### config.mk
export PLATFORM = sky130hd
export DESIGN_NAME = two_ring_arb
export DESIGN_NICKNAME = d
export VERILOG_FILES = /design/src/rtl/two_ring_arb_pkg.sv /design/src/rtl/arb_rr_pick.sv /design/src/rtl/arb_ctl_reg.sv /design/src/rtl/two_ring_arb.sv
export SDC_FILE = /design/constraint.sdc
export NUM_CORES = 1
export LEC_CHECK = 0
export BUFFER_PORTS_ARGS = -buffer_cell sky130_fd_sc_hd__buf_2
export CAP_MARGIN = 15
export CORE_UTILIZATION = 45
export DETAILED_ROUTE_END_ITERATION = 8
export GPL_ROUTABILITY_DRIVEN = 1
export PLACE_DENSITY = 0.62
export SYNTH_ARGS = -nofsm -noshare
export SYNTH_HDL_FRONTEND = slang
export SYNTH_HIERARCHICAL = 1
export SYNTH_SLANG_ARGS = --single-unit
### constraint.sdc
create_clock -name clk_i -period 7 [get_ports clk_i]
set_input_delay 1.05 -clock clk_i [delete_from_list [all_inputs] [get_ports clk_i]]
set_output_delay 1.05 -clock clk_i [all_outputs]
set_load 0.05 [all_outputs]
### src/rtl/two_ring_arb_pkg.sv
package two_ring_arb_pkg;
  localparam int unsigned CFG_W       = 16;
  localparam int unsigned TU_RING_BIT = 6;
  localparam int unsigned PARK_BIT    = 8;
  localparam int unsigned MAX_EXT     = 4;
endpackage

### src/rtl/arb_rr_pick.sv
// Round-robin search: first set request strictly after ptr_i, wrapping.
module arb_rr_pick #(
  parameter int unsigned N  = 5,
  localparam int unsigned IW = $clog2(N)
) (
  input  logic [N-1:0]  req_i,
  input  logic [IW-1:0] ptr_i,
  output logic          found_o,
  output logic [IW-1:0] idx_o
);
  int p;
  always_comb begin
    found_o = 1'b0;
    idx_o   = '0;
    p       = 0;
    // descending so the nearest candidate wins last
    for (int i = N; i >= 1; i--) begin
      p = (int'(ptr_i) + i) % N;
      if (req_i[p]) begin
        found_o = 1'b1;
        idx_o   = IW'(p);
      end
    end
  end
endmodule

### src/rtl/arb_ctl_reg.sv
module arb_ctl_reg
  import two_ring_arb_pkg::*;
#(
  parameter int unsigned NUM_EXT = 4
) (
  input  logic               clk_i,
  input  logic               rst_ni,
  input  logic               we_i,
  input  logic [CFG_W-1:0]   wdata_i,
  output logic [CFG_W-1:0]   rdata_o,
  output logic [NUM_EXT-1:0] ext_hi_o,
  output logic               tu_hi_o,
  output logic               park_local_o
);
  localparam logic [CFG_W-1:0] RW_MASK =
    CFG_W'((1 << NUM_EXT) - 1) | CFG_W'(1 << TU_RING_BIT) | CFG_W'(1 << PARK_BIT);

  logic [NUM_EXT-1:0] ext_hi_q;
  logic               tu_hi_q, park_q;

  always_ff @(posedge clk_i or negedge rst_ni) begin
    if (!rst_ni) begin
      ext_hi_q <= '0;
      tu_hi_q  <= 1'b0;
      park_q   <= 1'b0;
    end else if (we_i) begin
      ext_hi_q <= wdata_i[NUM_EXT-1:0];
      tu_hi_q  <= wdata_i[TU_RING_BIT];
      park_q   <= wdata_i[PARK_BIT];
    end
  end

  always_comb begin
    rdata_o                = '0;
    rdata_o[NUM_EXT-1:0]   = ext_hi_q;
    rdata_o[TU_RING_BIT]   = tu_hi_q;
    rdata_o[PARK_BIT]      = park_q;
  end

  assign ext_hi_o     = ext_hi_q;
  assign tu_hi_o      = tu_hi_q;
  assign park_local_o = park_q;


  reg_mask_chk: assert property (@(posedge clk_i) disable iff (!rst_ni)
    we_i |=> rdata_o == ($past(wdata_i) & RW_MASK));
endmodule

### src/rtl/two_ring_arb.sv
module two_ring_arb
  import two_ring_arb_pkg::*;
#(
  parameter int unsigned NUM_EXT = 4
) (
  input  logic               clk_i,
  input  logic               rst_ni,
  input  logic               reg_we_i,
  input  logic [CFG_W-1:0]   reg_wdata_i,
  output logic [CFG_W-1:0]   reg_rdata_o,
  input  logic [NUM_EXT-1:0] req_ni,
  input  logic               tu_req_i,
  input  logic               bus_idle_i,
  output logic [NUM_EXT-1:0] gnt_no,
  output logic               tu_gnt_o
);
  localparam int unsigned N    = NUM_EXT + 1;   // requesters
  localparam int unsigned HN   = N + 1;         // high ring incl. low-ring slot
  localparam int unsigned OW   = $clog2(N);
  localparam int unsigned HW   = $clog2(HN);
  localparam int unsigned TU   = NUM_EXT;
  localparam int unsigned SLOT = N;

  logic [NUM_EXT-1:0] ext_hi;
  logic               tu_hi, park_local;

  arb_ctl_reg #(.NUM_EXT(NUM_EXT)) u_reg (
    .clk_i, .rst_ni,
    .we_i         (reg_we_i),
    .wdata_i      (reg_wdata_i),
    .rdata_o      (reg_rdata_o),
    .ext_hi_o     (ext_hi),
    .tu_hi_o      (tu_hi),
    .park_local_o (park_local)
  );

  logic [N-1:0]  req_vec, hi_mask, hi_req, lo_req, gnt_vec;
  logic [HN-1:0] hi_cand;
  logic [OW-1:0] owner_q, owner_d, lo_ptr_q, lo_ptr_d, lo_idx;
  logic [HW-1:0] hi_ptr_q, hi_ptr_d, hi_idx;
  logic          hi_found, lo_found;

  assign req_vec = {tu_req_i, ~req_ni};
  assign hi_mask = {tu_hi, ext_hi};
  assign hi_req  = req_vec & hi_mask;
  assign lo_req  = req_vec & ~hi_mask;
  assign hi_cand = {|lo_req, hi_req};

  arb_rr_pick #(.N(HN)) u_hi (
    .req_i(hi_cand), .ptr_i(hi_ptr_q), .found_o(hi_found), .idx_o(hi_idx));
  arb_rr_pick #(.N(N)) u_lo (
    .req_i(lo_req), .ptr_i(lo_ptr_q), .found_o(lo_found), .idx_o(lo_idx));

  always_comb begin
    owner_d  = owner_q;
    hi_ptr_d = hi_ptr_q;
    lo_ptr_d = lo_ptr_q;
    if (hi_found) begin
      hi_ptr_d = hi_idx;
      if (hi_idx == HW'(SLOT) && lo_found) begin
        owner_d  = lo_idx;
        lo_ptr_d = lo_idx;
      end else begin
        owner_d = OW'(hi_idx);
      end
    end else if (park_local) begin
      owner_d = OW'(TU);
    end
  end

  always_ff @(posedge clk_i or negedge rst_ni) begin
    if (!rst_ni) begin
      owner_q  <= OW'(TU);
      hi_ptr_q <= HW'(SLOT);   // first high pick starts at member 0
      lo_ptr_q <= OW'(N - 1);  // first low pick starts at member 0
    end else if (bus_idle_i) begin
      owner_q  <= owner_d;
      hi_ptr_q <= hi_ptr_d;
      lo_ptr_q <= lo_ptr_d;
    end
  end

  for (genvar g = 0; g < N; g++) begin : g_dec
    assign gnt_vec[g] = (owner_q == OW'(g));
  end
  assign gnt_no   = ~gnt_vec[NUM_EXT-1:0];
  assign tu_gnt_o = gnt_vec[TU];


  grant_hold_chk: assert property (@(posedge clk_i) disable iff (!rst_ni)
    !bus_idle_i |=> $stable({tu_gnt_o, gnt_no}));

  one_grant_chk: assert property (@(posedge clk_i) disable iff (!rst_ni)
    $countones({tu_gnt_o, ~gnt_no}) == 1);

  gnt_requester_chk: assert property (@(posedge clk_i) disable iff (!rst_ni)
    (bus_idle_i && |req_vec) |=> |({tu_gnt_o, ~gnt_no} & $past(req_vec)));

  park_local_chk: assert property (@(posedge clk_i) disable iff (!rst_ni)
    (bus_idle_i && !(|req_vec) && park_local) |=> tu_gnt_o);
endmodule

==> summary.md, run 1 <==
| Metric | Value |
|---|---|
| Hold_ws | approximately 0.54 ns |
| Setup Fix Bufs, Post-CTS | 0 |
| Endpoint required time on the critical path | 7.13 ns |
| Aggregate global-route resource usage | 20.77% |
| Number of instances in the synthesized netlist | 448 |
| Number of global-route vias before repair | 3008 |
| Final antenna diode count | 0 |
| Via count | 3284 |
| Number of hold-slack violations in the final timing report | 0 |
| TritonRoute pass-1 iters | 4 |
| Largest net degree at the start of global routing | 38 |
| Storage element area | about 380 µm² |
| Period utilisation layout | 73.47% |
| Status | completed |
| Number of synthesized flops with an enable pin | 0 |
| Multi-input gate area | around 0.0029 mm² |
| Share of post-route cells with drive strength above 1 | a little under a fifth |
| CTS sink count | 15 |
| Final critical delay including setup and external delays | 5.143 ns |
| Starting utilization of the core area | ~47% |
| Placed inst area | 0.003709 mm² |
| Clock tree from TritonCTS | built |
| Number of standard cells in the layout, taps in and fillers out | 552 |
| Ratio of routed vias to standard cells | 5.949 |
| Multiplexer area fraction after synthesis | 13.06% |
| H-tree levels | 1 |
| Resized cells post-CTS | 0 |
| Row Count | 32 |
| DIE AREA | 0.008520 mm² |
| Basic-gate share of the synthesized area counting and, or, nand and nor cells | ~22% |
| Summed instance area of the synthesized netlist | around 0.0037 mm² |
| Share of flip-flops with an asynchronous set or reset after synthesis | 100.0% |
| Clock buffer count from CTS | 3 |
| Kind of start point of the critical path | flop |
| Total of fill cells in the finished design | 789 |
| Relative area change from synthesis to final layout | 2.318% |
| Setup repair after global routing missed its margin | false |
| Post-placement cell count | 548 |
| Number of distinct library cell variants in the gate-level netlist after synthesis | 98 |
| Core Area | 0.007807 mm² |
| Worst hold path class | reg2reg |
| Crit path arrival time | between 5 and 6 ns |
| Half-perimeter wire length of the detailed placement result | 6889 µm |
| Post-route ant nets | 0 |
| Final nets | 519 |
| Start of the worst register-to-register path | lo_ptr_q[0]$_DFFE_PN0P_ |
| Launch point of the critical path | lo_ptr_q[0]$_DFFE_PN0P_ |
| Setup total negative slack | 0 ns |
| Combinational family with the most area after synthesis | compound AO/OA/AOI/OAI gates |
| Critical-path maximum fanout | 37 |
| Transition time of the tightest slew-check pin | 0.7608 ns |
| Count of endpoints failing setup in the final report | 0 |
| Post-synth top flop | sky130_fd_sc_hd__dfrtp_1 |
| GRT Residual Overflow | 0 |
| Die Y | 92.31 µm |
| DRC violation total after the first TritonRoute iteration | 192 |
| DRC violations left | 0 |
| Post-route clock skew | 0.001866 ns |
| Die outline width | between 90 and 100 µm |
| Final RePlAce weighted congestion | 0.8348 |
| Count of hold buffers inserted by post-cts repair | 0 |
| Post-synthesis xor/xnor area fraction | 4.364% |
| Deepest clock path buffer count | 2 |
| Worst setup EP type | flop |
| Routed WL | 8825 µm |
| Total number of yosys warnings | 6 |
| Number of slew-limit violations in the final report | 0 |
| Initial antenna violation count | 0 |
| Mapped Avg Cell Area | 8.191 µm² |
| Number of I/O pins | 46 |
| Final design area excluding fillers | 0.003755 mm² |
| Adder-cell area share of the yosys netlist | 14.87% |
| Class of the most critical setup path | reg2reg |
| Synth Area in Compound Gates | 24.28% |
| Global-route wire length before repair | roughly 14000 µm |
| Sequential-to-total area share from yosys stat | 10.36% |
| Start point of the worst hold path | owner_q[2]$_DFFE_PN1P_ |
| Worst relative slew slack | between 40% and 50% |
| Clock latency on the worst-skew pair | 0.24 ns |
| Clock slew seen by the registers of the worst setup and hold paths | 0.06 ns |
| Flip-flop and latch count after synthesis | 15 |
| Library cell used as clock root buffer | sky130_fd_sc_hd__clkbuf_8 |
| Wire length per cell after detailed routing | 15.99 µm |
| Achievable clock frequency | a little under 0.2 GHz |
| Buffers on Ports | 25 |
| Maxcap violations | 0 |
-- area by class of cell --
cell class,count,area share (%)
well taps,102,3.399
flip-flops and latches,15,10.13
clock buffers,3,1.100
multi-input cells,371,78.24
inverters,34,3.466
repair buffers,26,3.532
clock inverters,1,0.1333
-- synth_stat cells, types with 5 or more instances --
| cell | n | share of area, % |
|---|---|---|
| sky130_fd_sc_hd__xnor2_1 | 9 | 2.1 |
| sky130_fd_sc_hd__a21oi_1 | 19 | 2.6 |
| sky130_fd_sc_hd__mux2_4 | 6 | 2.5 |
| sky130_fd_sc_hd__clkbuf_1 | 8 | 0.82 |
| sky130_fd_sc_hd__mux2_2 | 8 | 2.5 |
| sky130_fd_sc_hd__o211ai_1 | 9 | 1.8 |
| sky130_fd_sc_hd__ha_1 | 42 | 14 |
| sky130_fd_sc_hd__dfrtp_1 | 11 | 7.5 |
| sky130_fd_sc_hd__and3_1 | 5 | 0.85 |
| sky130_fd_sc_hd__a211oi_1 | 6 | 1.2 |
| sky130_fd_sc_hd__o2111ai_1 | 5 | 1.2 |
| sky130_fd_sc_hd__o31ai_1 | 5 | 1.0 |
| sky130_fd_sc_hd__nor3_1 | 6 | 0.82 |
| sky130_fd_sc_hd__nand3_1 | 11 | 1.5 |
| sky130_fd_sc_hd__nand2_1 | 22 | 2.3 |
| sky130_fd_sc_hd__a31oi_1 | 7 | 1.2 |
| sky130_fd_sc_hd__nor2b_1 | 7 | 1.2 |
| sky130_fd_sc_hd__o21ai_0 | 12 | 1.6 |
| sky130_fd_sc_hd__buf_2 | 5 | 0.68 |
| sky130_fd_sc_hd__mux2i_1 | 22 | 6.0 |
| sky130_fd_sc_hd__nand2b_1 | 8 | 1.4 |
| sky130_fd_sc_hd__nand4_1 | 9 | 1.5 |
| sky130_fd_sc_hd__inv_1 | 29 | 3.0 |
| sky130_fd_sc_hd__buf_4 | 18 | 3.7 |
| sky130_fd_sc_hd__nor2_1 | 33 | 3.4 |
-- flip-flops by register name, indices dropped and copies added, names as in the netlist --
register and cells:
hi_ptr_q 3, lo_ptr_q 3, owner_q 3, u_reg/ext_hi_o 4, u_reg/park_local_o 1, u_reg/tu_hi_o 1
-- per-layer routing --
metal,vias up,track usage [%],wire length [µm]
met2,81,32.10,3978
met3,10,1.478,280
met5,-,0,0
li1,1625,-,-
met1,1568,31.10,4479
met4,0,5.078,87
-- through the flow --
stage / worst slack (ns) / utilization, %
4_1_cts: 1.914 / 48.09
5_1_grt: 1.417 / 48.09
2_1_floorplan: 2.728 / -
6_report: 1.857 / 48.09
3_5_place_dp: 1.940 / 47.50
3_3_place_gp: 2.114 / 47.50
-- worst paths after layout --
check / to / slack, ns / cells after the start
hold / removal: owner_q[2]$_DFFE_PN1P_ / 0.54 / 2
setup / recovery: owner_q[1]$_DFFE_PN0P_ / 1.86 / 20
hold reg to reg: owner_q[2]$_DFFE_PN1P_ / 0.54 / 2
min in group asynchronous: u_reg/ext_hi_o[1]$_DFFE_PN0P_ / 0.69 / 1
setup reg to reg: owner_q[1]$_DFFE_PN0P_ / 1.86 / 20
max in group asynchronous: lo_ptr_q[2]$_DFFE_PN1P_ / 6.02 / 1
-- critical path, stage by stage (launching register included) --
cell and delay [ns]:
sky130_fd_sc_hd__dfrtp_1 0.33, sky130_fd_sc_hd__buf_4 0.37, sky130_fd_sc_hd__inv_2 0.22, sky130_fd_sc_hd__ha_1 0.66
sky130_fd_sc_hd__inv_1 0.21, sky130_fd_sc_hd__ha_1 0.27, sky130_fd_sc_hd__nor2_1 0.19, sky130_fd_sc_hd__a21oi_1 0.11
sky130_fd_sc_hd__xnor2_1 0.28, sky130_fd_sc_hd__ha_1 0.26, sky130_fd_sc_hd__nand2b_1 0.10, sky130_fd_sc_hd__o2111ai_1 0.13
sky130_fd_sc_hd__o211ai_2 0.18, sky130_fd_sc_hd__xnor2_2 0.35, sky130_fd_sc_hd__mux2i_1 0.29, sky130_fd_sc_hd__nor2_1 0.10
sky130_fd_sc_hd__nor3_1 0.18, sky130_fd_sc_hd__nand4_1 0.17, sky130_fd_sc_hd__nand3b_1 0.21, sky130_fd_sc_hd__nor2_4 0.06
sky130_fd_sc_hd__a221o_1 0.34
-- logic make-up (layout without fill, tap and decap cells) --
logic type | after synthesis | count (layout)
AND/OR/NAND/NOR | 145 | 145
flip-flops | 15 | 15
other | 1 | 10
adder cells (fa/ha/maj) | 43 | 43
AO/OA/AOI/OAI | 118 | 118
multiplexers | 41 | 41
XOR/XNOR | 14 | 14
buffers and inverters | 71 | 64
-- placed cells by master, fill, tap and decap left out, types with 7 or more instances in the layout --
master                     instances
sky130_fd_sc_hd__nand3_1          11
sky130_fd_sc_hd__a21oi_1          19
sky130_fd_sc_hd__nor2b_1           7
sky130_fd_sc_hd__mux2_2            8
sky130_fd_sc_hd__o21ai_0          12
sky130_fd_sc_hd__nand4_1           9
sky130_fd_sc_hd__ha_1             42
sky130_fd_sc_hd__nand2b_1          8
sky130_fd_sc_hd__conb_1           10
sky130_fd_sc_hd__xnor2_1           9
sky130_fd_sc_hd__dfrtp_1          11
sky130_fd_sc_hd__nor2_1           33
sky130_fd_sc_hd__nand2_1          22
sky130_fd_sc_hd__o211ai_1          9
sky130_fd_sc_hd__inv_1            29
sky130_fd_sc_hd__a31oi_1           7
sky130_fd_sc_hd__buf_2            25
sky130_fd_sc_hd__mux2i_1          22
Power of run 1 is not shown: default switching activity piles up to over one toggle a cycle in this logic, so the estimate is an artifact.
==> run 2: changes to the inputs <==
ABC_AREA = 1   (was not set)
PLACE_DENSITY = 0.63   (was 0.62)
clock period = 5.1 ns   (was 7 ns; I/O delays follow)
==> run 2 against run 1 <==
Net effect:
- design area up 1.8%
- flip-flop and latch count unchanged
- sequential share of layout area down 0.18 points
- non-clock buffer count unchanged
- worst hold slack worse by 0.13 ns
- first-iteration DRC count down 20%
- clock skew down 0.00068 ns
- routed wire length down 10%
- highest routed layer unchanged
==> summary.md, run 2 <==
| Metric | Value |
|---|---|
| Total number of yosys warnings | 6 (unchanged) |
| Die outline width | 91.86 µm (-0.49%) |
| Final antenna diode count | 0 (unchanged) |
| Routed WL | 7926 µm (-10%) |
| DIE AREA | 0.008437 mm² (-0.97%) |
| Count of hold buffers inserted by post-cts repair | 0 (unchanged) |
| Number of distinct library cell variants in the gate-level netlist after synthesis | 45 (-54%) |
| Number of global-route vias before repair | 3261 (+8.4%) |
| Commonest non-fill, non-tap cell in the layout | sky130_fd_sc_hd__nand2_1 |
| Final critical delay including setup and external delays | 4.304 ns (-0.8391 ns) |
| Sequential-to-total area share from yosys stat | 10.47% (+0.10 points) |
| Transition time of the tightest slew-check pin | 0.5705 ns (-0.1902 ns) |
| Post-Place Setup Slack | 0.7918 ns (-1.148 ns) |
| Period utilisation layout | 84.39% (+11 points) |
| Core Area | 0.007767 mm² (-0.51%) |
| Half-perimeter wire length of the detailed placement result | 6542 µm (-5.0%) |
| Share of post-route cells with drive strength above 1 | 22.83% (+4.2 points) |
| Achievable clock frequency | 0.2323 GHz (+19%) |
| Crit path arrival time | 4.44 ns (-0.83 ns) |
| Final nets | 669 (+29%) |
| Worst hold path class | in2async |
| Share of flip-flops with an asynchronous set or reset after synthesis | 100.0% (unchanged) |
| Number of instances in the synthesized netlist | 582 (+30%) |
| Final RePlAce weighted congestion | 0.8590 (+2.9%) |
| Clock buffer count from CTS | 3 (unchanged) |
| Cells taking the most area after synthesis | sky130_fd_sc_hd__nand2_1 17%, sky130_fd_sc_hd__ha_1 14%, sky130_fd_sc_hd__nand3_1 8.7%, sky130_fd_sc_hd__dfrtp_1 7.6%, sky130_fd_sc_hd__inv_1 7.2% |
| Top-area cell type share of the netlist area | 17.25% (+2.9 points) |
| Setup repair after global routing missed its margin | false |
| Summed instance area of the synthesized netlist | 0.003633 mm² (-0.99%) |
| Initial antenna violation count | 0 (unchanged) |
| Clock slew seen by the registers of the worst setup and hold paths | 0.06 ns (about the same) |
| Largest net degree at the start of global routing | 21 (-45%) |
| Post-route ant nets | 0 (unchanged) |
| Mapped Avg Cell Area | 6.243 µm² (-24%) |
| H-tree levels | 1 (unchanged) |
| Flip-flop and latch count after synthesis | 15 (unchanged) |
| Largest area contributor in the synthesized netlist | sky130_fd_sc_hd__nand2_1 |
| Relative area change from synthesis to final layout | 5.165% |
| Clock latency on the worst-skew pair | 0.25 ns (about the same) |
| Buffers on Ports | 25 (unchanged) |
| Library cell used as clock root buffer | sky130_fd_sc_hd__clkbuf_8 |
| Worst relative slew slack | 61.82% (+13 points) |
| Setup Fix Bufs, Post-CTS | 0 (unchanged) |
| Global-route wire length before repair | 14320 µm (-1.2%) |
| TritonRoute pass-1 iters | 4 (unchanged) |
| Post-synth top flop | sky130_fd_sc_hd__dfrtp_1 |
| Commonest cells post-synth | 167 x sky130_fd_sc_hd__nand2_1, 70 x sky130_fd_sc_hd__inv_1, 63 x sky130_fd_sc_hd__nand3_1, 42 x sky130_fd_sc_hd__ha_1, 38 x sky130_fd_sc_hd__nand2_2 |
| Setup total negative slack | 0 ns (unchanged) |
| Most common cell on crit path | sky130_fd_sc_hd__nand2_1 |
| Critical-path maximum fanout | 8 (-78%) |
| Class of the most critical setup path | reg2reg |
| Maxcap violations | 0 (unchanged) |
| DRC violations left | 0 (unchanged) |
| Kind of start point of the critical path | flop |
| Aggregate global-route resource usage | 20.23% (-0.54 points) |
| Ratio of routed vias to standard cells | 4.936 (-17%) |
| Endpoint required time on the critical path | 5.24 ns (-1.89 ns) |
| Final worst setup slack | 0.7959 ns (-1.061 ns) |
| Number of I/O pins | 46 (unchanged) |
| Post-route clock skew | 0.001190 ns (-0.0006759 ns) |
| Count of endpoints failing setup in the final report | 0 (unchanged) |
| GRT Residual Overflow | 0 (unchanged) |
| Most instantiated library cell after synthesis | sky130_fd_sc_hd__nand2_1 |
| Number of synthesized flops with an enable pin | 0 (unchanged) |
| CTS sink count | 15 (unchanged) |
| Starting utilization of the core area | 46.78% (-0.22 points) |
| Worst setup EP type | flop |
| Die Y | 91.86 µm (-0.49%) |
| Clock tree from TritonCTS | built |
| Max incr delay on CP | 0.54 ns (-0.12 ns) |
| Number of slew-limit violations in the final report | 0 (unchanged) |
| DRC violation total after the first TritonRoute iteration | 154 (-20%) |
| Deepest clock path buffer count | 2 (unchanged) |
| Commonest cells after routing, fill and taps aside | 167 x sky130_fd_sc_hd__nand2_1, 70 x sky130_fd_sc_hd__inv_1, 63 x sky130_fd_sc_hd__nand3_1, 42 x sky130_fd_sc_hd__ha_1, 38 x sky130_fd_sc_hd__nand2_2 |
| Resized cells post-CTS | 0 (unchanged) |
| Wire length per cell after detailed routing | 11.29 µm (-29%) |
| Flip-flop count of the largest register after layout | 4 (unchanged) |
| Slowest stage cell, crit path | sky130_fd_sc_hd__dfrtp_1 |
| Status | completed |
| Number of hold-slack violations in the final timing report | 0 (unchanged) |
| Row Count | 32 (unchanged) |
| Via count | 3465 (+5.5%) |
## run 2: changes by cell type after synthesis, sizes merged, moves of 8 or more
cell	change
clkbuf	-8
mux2	-17
inv	+50
mux2i	-23
buf	-8
nand3	+71
nand2	+192
xnor2	-12
nand2b	-8
nor2b	-8
## run 2: path summary, 6_finish.rpt
path / from / endpoint / slack (ns) / cells after the start
hold reg to reg: u_reg/park_local_o$_DFFE_PN0P_ / u_reg/park_local_o$_DFFE_PN0P_ / 0.50 / 2
min in group clk_i: u_reg/park_local_o$_DFFE_PN0P_ / u_reg/park_local_o$_DFFE_PN0P_ / 0.50 / 2
max in group asynchronous: rst_ni / owner_q[2]$_DFFE_PN1P_ / 4.39 / 1
setup reg to reg: lo_ptr_q[1]$_DFFE_PN0P_ / owner_q[1]$_DFFE_PN0P_ / 0.80 / 27
setup / recovery: lo_ptr_q[1]$_DFFE_PN0P_ / owner_q[1]$_DFFE_PN0P_ / 0.80 / 27
hold / removal: rst_ni / hi_ptr_q[1]$_DFFE_PN0P_ / 0.41 / 1
## run 2: logic make-up (layout without fill, tap and decap cells)
| kind of cell | count (synthesis) | in the layout | synth area share [%] |
|---|---|---|---|
| simple gates | 370 | 370 | 51.89 |
| buf+inv | 106 | 115 | 13.09 |
| fa+ha+maj | 43 | 43 | 15.01 |
| compound gates | 41 | 41 | 7.783 |
| flops | 15 | 15 | 10.47 |
| xor+xnor | 6 | 6 | 1.653 |
| other cells | 1 | 10 | 0.1032 |
## run 2: worst max-delay path: cells and delay by family, from the launching register on
family	cells	cell delay (ns)
XOR/XNOR	1	0.20
buffers and inverters	4	0.53
AND/OR/NAND/NOR	19	1.96
flip-flops	1	0.54
adder cells (fa/ha/maj)	3	0.95
## run 2: layer usage
layer	wire [µm]	global-route usage, %	up-vias
met2	3724	35.95	47
li1	-	-	1865
met4	42	2.604	0
met5	0	0	-
met3	180	1.741	6
met1	3977	27.17	1547
## run 2: layout make-up
cell class | count | area [µm²]
well taps | 102 | 127.6
fillers | 845 | 3946
multi-input cells | 470 | 2811
flip-flops and latches | 15 | 380.4
inverters | 85 | 320.3
clock buffers | 3 | 41.29
repair buffers | 26 | 132.6
clock inverters | 1 | 7.507
## run 2: per-stage QoR
step                      utilization (%)  cell area (µm²)  hold WS [ns]  std cells
final                               49.19             3821        0.4102        702
after global routing                49.19             3821        0.4350        702
after CTS                           49.19             3821        0.4214        702
after detailed placement            48.57             3772        0.4956        698
after global placement              48.57             3772        0.5004        698
after floorplan                         -             3667        0.4650        591
Power of run 2 is left out for the same reason.
==> run 3: changes to the inputs <==
ABC_AREA = 0   (was 1)
PLACE_DENSITY = 0.65   (was 0.63)
clock period = 3.5 ns   (was 5.1 ns; I/O delays follow)
==> run 3 against run 2 <==
Net effect:
- the flow now finishes with violations (setup timing)
- via count increased by 11%
- global-route usage increased by 4.6 points
- clock-buffer cell count increased by 1
- setup slack got worse by 1.1 ns
- sequential share of layout area decreased by 2.8 points
- final cell count decreased by 2.7%
- critical endpoint unchanged
==> summary.md, run 3 (synthesized netlist as in run 1, its figures left out) <==
| Metric | Value |
|---|---|
| Buffering stage count on the worst path with inverters included | 5 (+1) |
| Clock buffer count from CTS | 3 (unchanged) |
| Largest net degree at the start of global routing | 19 (-9.5%) |
| Commonest cells after routing, fill and taps aside | 122 x sky130_fd_sc_hd__buf_4, 29 x sky130_fd_sc_hd__nor2_1, 27 x sky130_fd_sc_hd__inv_1, 25 x sky130_fd_sc_hd__buf_2, 23 x sky130_fd_sc_hd__ha_1 |
| Crit path arrival time | 3.89 ns (-0.55 ns) |
| Starting utilization of the core area | 47.00% (+0.22 points) |
| Number of slew-limit violations in the final report | 0 (unchanged) |
| Row Count | 32 (unchanged) |
| Share of post-route cells with drive strength above 1 | 50.77% (+28 points) |
| Clock slew seen by the registers of the worst setup and hold paths | 0.06 ns (about the same) |
| Family with the most delay on the worst path | compound AO/OA/AOI/OAI gates |
| Relative area change from synthesis to final layout | 46.88% |
| Class of the most critical setup path | reg2reg |
| GRT Residual Overflow | 0 (unchanged) |
| Clock latency on the worst-skew pair | 0.24 ns (about the same) |
| Count of endpoints failing setup in the final report | 6 (+6) |
| DRC violations left | 0 (unchanged) |
| CTS sink count | 15 (unchanged) |
| Routed WL | 10770 µm (+36%) |
| Worst relative slew slack | 61.69% (-0.14 points) |
| Die Y | 92.31 µm (+0.49%) |
| Kind of start point of the critical path | flop |
| Post-Place Setup Slack | -0.4531 ns (-1.245 ns) |
| Worst setup EP type | flop |
| DRC violation total after the first TritonRoute iteration | 185 (+20%) |
| Period utilisation layout | 107.7% (+23 points) |
| Final core occ | 69.04% (+20 points) |
| Via count | 3849 (+11%) |
| Worst hold path class | in2async |
| Final worst setup slack | -0.2708 ns (-1.067 ns) |
| Post-route ant nets | 0 (unchanged) |
| Maxcap violations | 0 (unchanged) |
| Transition time of the tightest slew-check pin | 0.5587 ns (-0.01184 ns) |
| Library cell used as clock root buffer | sky130_fd_sc_hd__clkbuf_8 |
| Setup total negative slack | -1.159 ns (-1.159 ns) |
| DIE AREA | 0.008520 mm² (+0.98%) |
| Number of I/O pins | 46 (unchanged) |
| Number of global-route vias before repair | 3757 (+15%) |
| Final RePlAce weighted congestion | 0.9659 (+12%) |
| Wire length per cell after detailed routing | 15.77 µm (+40%) |
| Critical-path maximum fanout | 4 (-4) |
| Status | finished with violations |
| Ratio of routed vias to standard cells | 5.635 (+14%) |
| Slowest stage cell, crit path | sky130_fd_sc_hd__dfstp_2 |
| Core Area | 0.007807 mm² (+0.52%) |
| Initial antenna violation count | 0 (unchanged) |
| Aggregate global-route resource usage | 24.80% (+4.6 points) |
| Die outline width | 92.31 µm (+0.49%) |
| Final nets | 650 (-2.8%) |
| Critical path, cell by cell | buf_6 -> xnor2_4 -> inv_2 -> ha_4 -> nor2_4 -> a21oi_2 -> xnor2_2 -> ha_2 -> nand2b_4 -> o2111ai_2 -> o211ai_2 -> xnor2_2 -> buf_6 -> mux2i_4 -> buf_4 -> buf_4 -> o32ai_1 -> a31oi_1 -> o2bb2ai_2 -> a221o_1 |
| Setup repair after global routing missed its margin | true |
| Final antenna diode count | 0 (unchanged) |
| Final design area excluding fillers | 0.005390 mm² (+41%) |
| Global-route wire length before repair | 17460 µm (+22%) |
| Clock tree from TritonCTS | built |
| Buffers on Ports | 25 (unchanged) |
| Final critical delay including setup and external delays | 3.771 ns (-0.5333 ns) |
| Deepest clock path buffer count | 2 (unchanged) |
| Count of hold buffers inserted by post-cts repair | 0 (unchanged) |
| Flip-flop count of the largest register after layout | 4 (unchanged) |
| Half-perimeter wire length of the detailed placement result | 8238 µm (+26%) |
| Commonest non-fill, non-tap cell in the layout | sky130_fd_sc_hd__buf_4 |
| Start of the worst register-to-register path | lo_ptr_q[2]$_DFFE_PN1P_ |
| TritonRoute pass-1 iters | 5 (+1) |
| Number of hold-slack violations in the final timing report | 0 (unchanged) |
| Violations in the final reports | setup timing |
| Post-route clock skew | 0.001974 ns (+0.0007841 ns) |
| H-tree levels | 1 (unchanged) |
| Max incr delay on CP | 0.64 ns (+0.10 ns) |
| Endpoint required time on the critical path | 3.62 ns (-1.62 ns) |
| Endpoint of the lowest-slack register-to-register path | owner_q[1]$_DFFE_PN0P_ |
| FF-to-FF setup slack | -0.27 ns (-1.07 ns) |
| Worst R2R Path Depth | 20 (-26%) |
| Achievable clock frequency | 0.2652 GHz (+14%) |
| Placed inst area | 0.004772 mm² (+27%) |
run 3: cell count changes in the layout (fill, tap and decap cells not counted), sizes merged, moves of 8 or more:
| cell | delta |
|---|---|
| nand2 | -192 |
| nor2b | +8 |
| mux2 | +17 |
| nand2b | +8 |
| xnor2 | +12 |
| mux2i | +23 |
| nand3 | -71 |
| buf | +131 |
| inv | -50 |
run 3: worst max-delay path by stage:
stage,from,end,slack [ns],depth (start not counted)
4_1_cts,lo_ptr_q[2]$_DFFE_PN1P_,owner_q[1]$_DFFE_PN0P_,-0.24,17
3_3_place_gp,lo_ptr_q[2]$_DFFE_PN1P_,owner_q[1]$_DFFE_PN0P_,-0.32,18
6_report,lo_ptr_q[2]$_DFFE_PN1P_,owner_q[1]$_DFFE_PN0P_,-0.27,20
3_5_place_dp,lo_ptr_q[2]$_DFFE_PN1P_,owner_q[1]$_DFFE_PN0P_,-0.45,17
2_1_floorplan,lo_ptr_q[1]$_DFFE_PN0P_,owner_q[1]$_DFFE_PN0P_,-0.30,21
5_1_grt,lo_ptr_q[2]$_DFFE_PN1P_,owner_q[1]$_DFFE_PN0P_,-0.47,20
run 3: area by class of cell:
class | count | area (µm²)
Sequential cell | 15 | 384.1
Inverter | 34 | 147.6
Tap cell | 102 | 127.6
Timing Repair Buffer | 157 | 1162
Multi-Input combinational cell | 371 | 3523
Clock buffer | 4 | 45.04
Fill cell | 630 | 2417
run 3: metal layers:
layer	global-route usage, %	up-vias	wire length (µm)
met3	1.970	7	336
met2	43.33	97	5317
li1	-	1900	-
met4	2.734	0	34
met1	34.19	1845	5086
met5	0	-	0
run 3: stage by stage:
step	hold slack [ns]	std cells
floorplan	0.2294	457
global placement	0.4383	659
detailed placement	0.4365	659
CTS	0.1798	678
global route	0.1904	683
finish	0.1718	683
run 3: worst reg2reg max path: cells and delay by family (launching register included):
| kind | cells | cell delay, ns |
|---|---|---|
| adder cells (fa/ha/maj) | 2 | 0.43 |
| AO/OA/AOI/OAI | 7 | 1.04 |
| flip-flops | 1 | 0.64 |
| buffers and inverters | 5 | 0.63 |
| AND/OR/NAND/NOR | 2 | 0.15 |
| multiplexers | 1 | 0.27 |
| XOR/XNOR | 3 | 0.49 |
run 3: what timing repair did:
| item | CTS | global route |
|---|---|---|
| gates resized for setup | 25 | 60 |
| cloned | 0 | 0 |
| setup buffers | 16 | 5 |
| pin swaps | 18 | 20 |
| hold endpoints to repair | 0 | 0 |
| setup endpoints to repair | 8 | 9 |
Power of run 3 is left out for the same reason.
